--- config.mk ---
export PLATFORM = sky130hd
export DESIGN_NAME = lfsr_noise
export DESIGN_NICKNAME = d
export VERILOG_FILES = /design/src/rtl/lfsr_noise.sv
export SDC_FILE = /design/constraint.sdc
export NUM_CORES = 1
export LEC_CHECK = 0
export BUFFER_PORTS_ARGS = -buffer_cell sky130_fd_sc_hd__buf_2
export CAP_MARGIN = 10
export CORE_ASPECT_RATIO = 1.1
export CORE_MARGIN = 2
export CORE_UTILIZATION = 50
export CTS_CLUSTER_SIZE = 16
export DETAILED_ROUTE_END_ITERATION = 8
export GPL_ROUTABILITY_DRIVEN = 0
export HOLD_SLACK_MARGIN = 0.03
export PLACE_DENSITY = 0.79
export SLEW_MARGIN = 20
export SYNTH_ARGS = -nofsm -noshare
export SYNTH_HDL_FRONTEND = slang
export SYNTH_SLANG_ARGS = --single-unit
--- constraint.sdc ---
create_clock -name clk -period 2.45 [get_ports clk]
set_input_delay 0.735 -clock clk [delete_from_list [all_inputs] [get_ports clk]]
set_output_delay 0.735 -clock clk [all_outputs]
set_load 0.02 [all_outputs]
--- src/rtl/lfsr_noise.sv ---
module lfsr_noise #(
  parameter int             W       = 16,
  parameter logic [W-1:0]   TAPS    = 16'hD008,
  parameter bit             XNOR_FB = 1'b0
) (
  input  logic         clk,
  input  logic         rst,
  input  logic         en,
  input  logic         load,
  input  logic [W-1:0] seed_in,
  output logic         noise_bit,
  output logic [W-1:0] state_q,
  output logic         recover
);

  localparam logic [W-1:0] LOCKUP  = XNOR_FB ? {W{1'b1}} : {W{1'b0}};
  localparam logic [W-1:0] DEFSEED = ~LOCKUP;

  logic [W-1:0] st;
  logic         flag;
  logic         fb;

  assign fb        = (^(st & TAPS)) ^ XNOR_FB;
  assign noise_bit = st[W-1];
  assign state_q   = st;
  assign recover   = flag;

  always_ff @(posedge clk) begin
    if (rst) begin
      st   <= DEFSEED;
      flag <= 1'b0;
    end else begin
      flag <= 1'b0;
      if (load) begin
        if (seed_in == LOCKUP) begin
          st   <= DEFSEED;
          flag <= 1'b1;
        end else begin
          st <= seed_in;
        end
      end else if (st == LOCKUP) begin
        st   <= DEFSEED;
        flag <= 1'b1;
      end else if (en) begin
        st <= {st[W-2:0], fb};
      end
    end
  end

endmodule


==> results of run 1 <==
[sequential cells by signal, summed over array words and instances, names as in the netlist]
name / cells
state_q: 16
recover: 1
[worst max-delay path, stage by stage]
cell and delay (ns):
sky130_fd_sc_hd__buf_2 0.11, sky130_fd_sc_hd__nor4_1 0.46, sky130_fd_sc_hd__a41oi_2 0.41, sky130_fd_sc_hd__a22oi_1 0.30, sky130_fd_sc_hd__a311o_1 0.14
[how the worst max path moves through the flow]
stage | startpoint | to | slack [ns] | depth (start not counted)
2_1_floorplan | seed_in[2] | state_q[13] | 0.66 | 5
3_3_place_gp | seed_in[10] | state_q[15] | 0.29 | 5
3_5_place_dp | seed_in[10] | state_q[14] | 0.24 | 5
4_1_cts | seed_in[10] | state_q[15] | 0.54 | 5
5_1_grt | seed_in[10] | state_q[14] | 0.42 | 5
6_report | seed_in[10] | state_q[15] | 0.55 | 5
[power breakdown]
group / internal, mW / leakage (nW) / total, mW / switching, mW
registers: 0.296 / 0.141 / 0.318 / 0.0223
logic: 0.0617 / 0.313 / 0.147 / 0.0850
clock network: 0.0610 / 0.0177 / 0.163 / 0.102
total: 0.418 / 0.471 / 0.628 / 0.210
[synthesized netlist by cell type (all sizes together), types with 2 or more instances]
cell | count | area [um2]
a21boi | 13 | 97.6
a21oi | 13 | 65.1
a22oi | 3 | 22.5
a311o | 2 | 20.0
a41oi | 2 | 32.5
buf | 3 | 23.8
clkbuf | 5 | 18.8
dfxtp | 17 | 340
inv | 5 | 18.8
nand2 | 2 | 7.51
nand4 | 2 | 12.5
nor2 | 3 | 11.3
nor2b | 14 | 87.6
nor4 | 6 | 56.3
o21ai | 13 | 65.1
xnor2 | 2 | 17.5
[area by class of cell]
class | instances | area [um2] | area share, %
clock inverters | 1 | 5.00 | 0.436
inverters | 5 | 18.8 | 1.63
multi-input cells | 80 | 547 | 47.6
repair buffers | 38 | 193 | 16.8
well taps | 18 | 22.5 | 1.96
clock buffers | 3 | 22.5 | 1.96
flip-flops and latches | 17 | 340 | 29.6
[metal layers]
metal / wire (um) / up-vias
met5: 0 / -
met2: 1160 / 33
met1: 1090 / 471
met4: 43 / 0
met3: 117 / 7
li1: - / 474
[metrics by stage]
step           utilization [%]  instance area (um2)
6_report                  64.5                 1150
5_1_grt                   64.5                 1150
4_1_cts                   64.5                 1150
3_5_place_dp              62.9                 1120
3_3_place_gp              62.9                 1120
2_1_floorplan                -                  948
[cell families after synthesis]
family,count (synthesis)
mux,1
xor+xnor,2
buf+inv,13
compound gates,47
flops,17
fa+ha+maj,1
simple gates,29
==> run metrics, run 1 <==
outcome=complete, no violations; most common cell after layout, fill and taps aside=sky130_fd_sc_hd__buf_2; worst path required time=2.70 ns; peak clock frequency supported by timing=approximately 530 MHz; Setup Skew=approximately 0.0042 ns; count of pins on the block boundary=38; Post-Route WL=~2.4 mm; ratio of cells with drive above 1 in the final layout=between 30% and 40%; endpoint of the most critical register-to-register path=state_q[6]; vias in the first global route=890; count of cell types in the netlist=26; Port Buf Inserts=37; Placement Setup Slack=approximately 0.24 ns; Die Footprint=around 2300 um2; highest-count cells in the layout ignoring fill and taps=sky130_fd_sc_hd__buf_2 (37), sky130_fd_sc_hd__dfxtp_1 (17), sky130_fd_sc_hd__nor2b_1 (14); number of antenna violations at the first check in global routing=0; average cell area after synthesis=8.62 um2; Cells on Worst Hold Path=1; final non-filler cell total=between 150 and 200; std cell rows=16; class of the tightest hold or removal check=flip-flop to flip-flop; Hold Worst Slack=between 0.5 and 0.6 ns; post-cts sizing count=0; cell count after synthesis=110; max cap viols=0; width of the die=about 46 um; number of clock sinks seen by CTS=17; Post-Route Setup TNS=0 ns; Core ar.=about 1800 um2; transition at the pin with the smallest max-transition slack=1.02 ns; final setup violation count=0; GRT Residual Overflow=0; initial standard-cell utilization of the core=53.2%; Pwr per Cell Area=547 nW/um2; number of vias per cell after detailed routing=just over 6; final critical-path required period=1.90 ns; number of enable-type register cells in the synthesized netlist=0; DRC violation total after the first TritonRoute iteration=21; Slew Viols, Final=0; Period Utilization, post-route=77.6%; Yosys Warn Count=0; Seq cells post-synth=17; height of the chip=49.7 um; Max IR drop VDD=0.371 mV; worst setup slack after layout=between 0.5 and 0.6 ns; area share of and/or/nand/nor cells after synthesis=around 21%; average wire length per cell after detail routing=between 10 and 15 um; Post-DRT Antenna Nets=0; crit end category=flip-flop; clock-pin transition on the worst setup and hold timing paths=0.11 ns; clock insertion delay at the later pin of the skew report=around 0.3 ns; worst-case reg-to-reg path depth=7; Top Usage Layer GRT=met2; post-synthesis compound-gate area fraction=32.7%; total number of nets in the final design=166; number of buffers on the longest clock path=2; total vias in the final route=985; hold path endpoint=state_q[15]; clock tree from TritonCTS=built; Total Routing Usage GR=around a quarter; combinational family with the most area after synthesis=compound AO/OA/AOI/OAI gates; startpoint types=primary input; buffer cell driving the clock tree root=sky130_fd_sc_hd__clkbuf_4; Final Hold Fails=0; startpoint of the lowest-slack register-to-register path=state_q[14]; maximum fanout along the worst path=16; category of the critical setup timing path=primary input to flip-flop; number of design rule violations left after detail routing=0; HP Start=state_q[15]; multiplexer fraction of the synthesized cell area=roughly 1.2%; xor and xnor area share after synthesis=1.85%; pin count of the biggest net entering global routing=19; depth of the CTS H-tree=1; Power Total=0.628 mW; total clock buffers created by CTS=3; Antenna diodes=0; Adder-Cell Fraction of Synth Area=about 1.3%; Syn-to-layout area delta=21.1%; sequential cell area fraction in the yosys report=a little over a third; data arrival time of the critical path=between 2 and 2.5 ns; global-route wire length before repair=about 4 mm; setup repair after global routing missed its margin=false; Reg2Reg Setup Slack=0.62 ns; met2 usage in global routing=approximately two fifths; Synth Net Count=between 100 and 150; filler cell count=~160; Global Route met3 Usage=under 10%; first-pass iteration count of the detailed router=4; count of hold buffers inserted by post-cts repair=0; worst slew margin relative to its limit=31.7%; met1 track demand over resource in global routing=between 30% and 40%; fraction of registers with async set/reset=0%; placed cells=approximately 160; Post-CTS Repair Setup Buffers=0; leading register cell type out of synthesis=sky130_fd_sc_hd__dfxtp_1; leakage power figure=about 0.47 nW; Syn Std Cell Area=between 900 and 1000 um2
No activity file was read; power rests on OpenSTA's default activity.
==> inputs of run 2 (changes only) <==
--- a/config.mk
+++ b/config.mk
@@ -9,12 +9,12 @@
 export CAP_MARGIN = 10
 export CORE_ASPECT_RATIO = 1.1
 export CORE_MARGIN = 2
-export CORE_UTILIZATION = 50
+export CORE_UTILIZATION = 42
 export CTS_CLUSTER_SIZE = 16
 export DETAILED_ROUTE_END_ITERATION = 8
 export GPL_ROUTABILITY_DRIVEN = 0
 export HOLD_SLACK_MARGIN = 0.03
-export PLACE_DENSITY = 0.79
+export PLACE_DENSITY = 0.71
 export SLEW_MARGIN = 20
 export SYNTH_ARGS = -nofsm -noshare
 export SYNTH_HDL_FRONTEND = slang
==> constraint.sdc (replaced) <==
create_clock -name clk -period 1.7 [get_ports clk]
set_input_delay 0.51 -clock clk [delete_from_list [all_inputs] [get_ports clk]]
set_output_delay 0.51 -clock clk [all_outputs]
set_load 0.02 [all_outputs]
==> run metrics, run 2 (synthesized netlist as in run 1, its figures left out) <==
Die Footprint=2650 um2 (was 2260 um2); DRC violation total after the first TritonRoute iteration=6 (was 21); startpoint types=flip-flop (was primary input); total vias in the final route=961 (was 985); final non-filler cell total=183 (was 162); area used by multi-input combinational logic=556 um2 (was 547 um2); placed cells=178 (was 158); maximum fanout along the worst path=4 (was 16); total clock buffers created by CTS=3 (unchanged); clock tree from TritonCTS=built (unchanged); Period Utilization, post-route=around 92%; Pwr per Cell Area=729 nW/um2 (was 547 nW/um2); filler cell count=214 (was 163); Final Hold Fails=0 (unchanged); depth of the CTS H-tree=1 (unchanged); pin count of the biggest net entering global routing=19 (unchanged); HP Start=seed_in[3] (was state_q[15]); critical path startpoint=state_q[15] (was seed_in[10]); Slew Viols, Final=0 (unchanged); Port Buf Inserts=37 (unchanged); Setup Skew=0.00228 ns (was 0.00417 ns); number of antenna violations at the first check in global routing=0 (unchanged); class of the tightest hold or removal check=primary input to flip-flop (was flip-flop to flip-flop); Seq. cell area=343 um2 (was 340 um2); clock group share of total power=24.2% (was 26.0%); worst-case reg-to-reg path depth=7 (unchanged); buffer cell driving the clock tree root=sky130_fd_sc_hd__clkbuf_4 (unchanged); number of buffers on the longest clock path=2 (unchanged); Largest register FFs=16 (unchanged); Total Routing Usage GR=19.4% (was 24.0%); Post-Route WL=2.45 mm (was 2.41 mm); total number of nets in the final design=175 (was 166); Reg2Reg Setup Slack=0.13 ns (was 0.62 ns); vias in the first global route=902 (was 890); Post-DP HPWL=1.84 mm; average wire length per cell after detail routing=13.4 um (was 14.9 um); transition at the pin with the smallest max-transition slack=1.02 ns (about the same); worst setup path end=state_q[15] (unchanged); outcome=complete, no violations (unchanged); worst path required time=1.88 ns (was 2.70 ns); switching power summed over all nets=0.291 mW (was 0.210 mW); final setup violation count=0 (unchanged); number of vias per cell after detailed routing=5.25 (was 6.08); number of clock sinks seen by CTS=17 (unchanged); Core ar.=2180 um2 (was 1780 um2); height of the chip=53.8 um (was 49.7 um); max cap viols=0 (unchanged); category of the critical setup timing path=flip-flop to flip-flop (was primary input to flip-flop); highest-count cells in the layout ignoring fill and taps=sky130_fd_sc_hd__buf_2 (37), sky130_fd_sc_hd__dfxtp_1 (15), sky130_fd_sc_hd__nor2b_1 (14) (was sky130_fd_sc_hd__buf_2 (37), sky130_fd_sc_hd__dfxtp_1 (17), sky130_fd_sc_hd__nor2b_1 (14)); peak clock frequency supported by timing=roughly 640 MHz; worst slew margin relative to its limit=31.8% (was 31.7%); global-route wire length before repair=3.97 mm (was 4.02 mm); sequential share of power=50.7% (about the same); clock insertion delay at the later pin of the skew report=0.29 ns (was 0.30 ns); std cell rows=18 (was 16); Worst path max stage delay=0.36 ns (was 0.46 ns); data arrival time of the critical path=1.76 ns (was 2.15 ns); Post-Route Setup TNS=0 ns (unchanged); leakage power figure=0.526 nW (was 0.471 nW); cell internal pwr=0.615 mW (was 0.418 mW); Post-DRT Antenna Nets=0 (unchanged); number of design rule violations left after detail routing=0 (unchanged); GRT Residual Overflow=0 (unchanged); crit path cell chain=inv_1 > ha_1 > nor4b_4 > a41oi_2 > buf_4 > a22oi_1 > a311o_1 (was buf_2 > nor4_1 > a41oi_2 > a22oi_1 > a311o_1); crit end category=flip-flop (unchanged); Power Total=0.906 mW (was 0.628 mW); Sw Share=32.1% (was 33.4%); count of pins on the block boundary=38 (unchanged); final critical-path required period=1.57 ns; final core utilization=56.9% (was 64.5%); endpoint of the most critical register-to-register path=state_q[15] (was state_q[6]); most common cell after layout, fill and taps aside=sky130_fd_sc_hd__buf_2 (unchanged); setup repair after global routing missed its margin=false (unchanged); ratio of cells with drive above 1 in the final layout=39.9% (was 34.7%); width of the die=49.3 um (was 45.5 um); Syn-to-layout area delta=31.0% (was 21.1%); combinational group share of total power=25.1% (was 23.4%); initial standard-cell utilization of the core=43.4% (was 53.2%); Antenna diodes=0 (unchanged); clock-pin transition on the worst setup and hold timing paths=0.10 ns (was 0.11 ns); Max IR drop VDD=0.486 mV (was 0.371 mV); Max stage delay cell, worst path=sky130_fd_sc_hd__dfxtp_2 (was sky130_fd_sc_hd__nor4_1); first-pass iteration count of the detailed router=4 (unchanged); startpoint of the lowest-slack register-to-register path=state_q[15] (was state_q[14])
## run 2: layout make-up
cell class                 instances  area share (%)
inverter                           5            1.51
sequential                        17            27.6
tap                               30            3.02
multi-input combinational         80            44.7
clock inverter                     1           0.403
clock buffer                       3            1.81
timing repair buffer              47            20.9
## run 2: how the worst min path moves through the flow
stage | endpoint | slack [ns] | depth (start not counted)
after floorplan | state_q[5] | 0.61 | 2
after global placement | state_q[5] | 0.52 | 2
after detailed placement | state_q[15] | 0.53 | 1
after CTS | state_q[10] | 0.47 | 3
after global routing | state_q[3] | 0.47 | 3
final | state_q[3] | 0.47 | 3
## run 2: critical path: cells and delay by family, from the launching register on
| kind | cells | cell delay, ns |
|---|---|---|
| buffers and inverters | 2 | 0.21 |
| AO/OA/AOI/OAI | 3 | 0.58 |
| adder cells (fa/ha/maj) | 1 | 0.19 |
| AND/OR/NAND/NOR | 1 | 0.14 |
| flip-flops | 1 | 0.36 |
## run 2: repair_timing
item | 4_1_cts | 5_1_grt
resized for setup | 0 | 4
hold buffers | 0 | 0
buffers inserted | 0 | 1
setup endpoints to repair | 0 | 14
## run 2: power groups by stage
| stage | registers [mW] | clock network (mW) | logic [mW] |
|---|---|---|---|
| 2_1_floorplan | 0.496 | 0 | 0.106 |
| 3_3_place_gp | 0.465 | 0 | 0.221 |
| 3_5_place_dp | 0.465 | 0 | 0.224 |
| 4_1_cts | 0.456 | 0.222 | 0.225 |
| 5_1_grt | 0.465 | 0.247 | 0.247 |
| 6_report | 0.459 | 0.220 | 0.228 |
## run 2: metrics by stage
| stage | hold slack [ns] | setup WS (ns) | cell area [um2] |
|---|---|---|---|
| floorplan | 0.613 | 0.0411 | 948 |
| finish | 0.474 | 0.128 | 1240 |
| global placement | 0.524 | -0.0575 | 1200 |
| detailed placement | 0.530 | -0.0665 | 1200 |
| global route | 0.475 | 0.0131 | 1240 |
| CTS | 0.472 | 0.0533 | 1220 |
## run 2: per-layer routing
| layer | vias to the layer above | wire, um | global-route usage [%] |
|---|---|---|---|
| li1 | 486 | - | - |
| met1 | 451 | 1150 | 24.3 |
| met2 | 22 | 1200 | 34.2 |
| met3 | 2 | 84 | 2.78 |
| met4 | 0 | 12 | 7.62 |
| met5 | - | 0 | 0 |
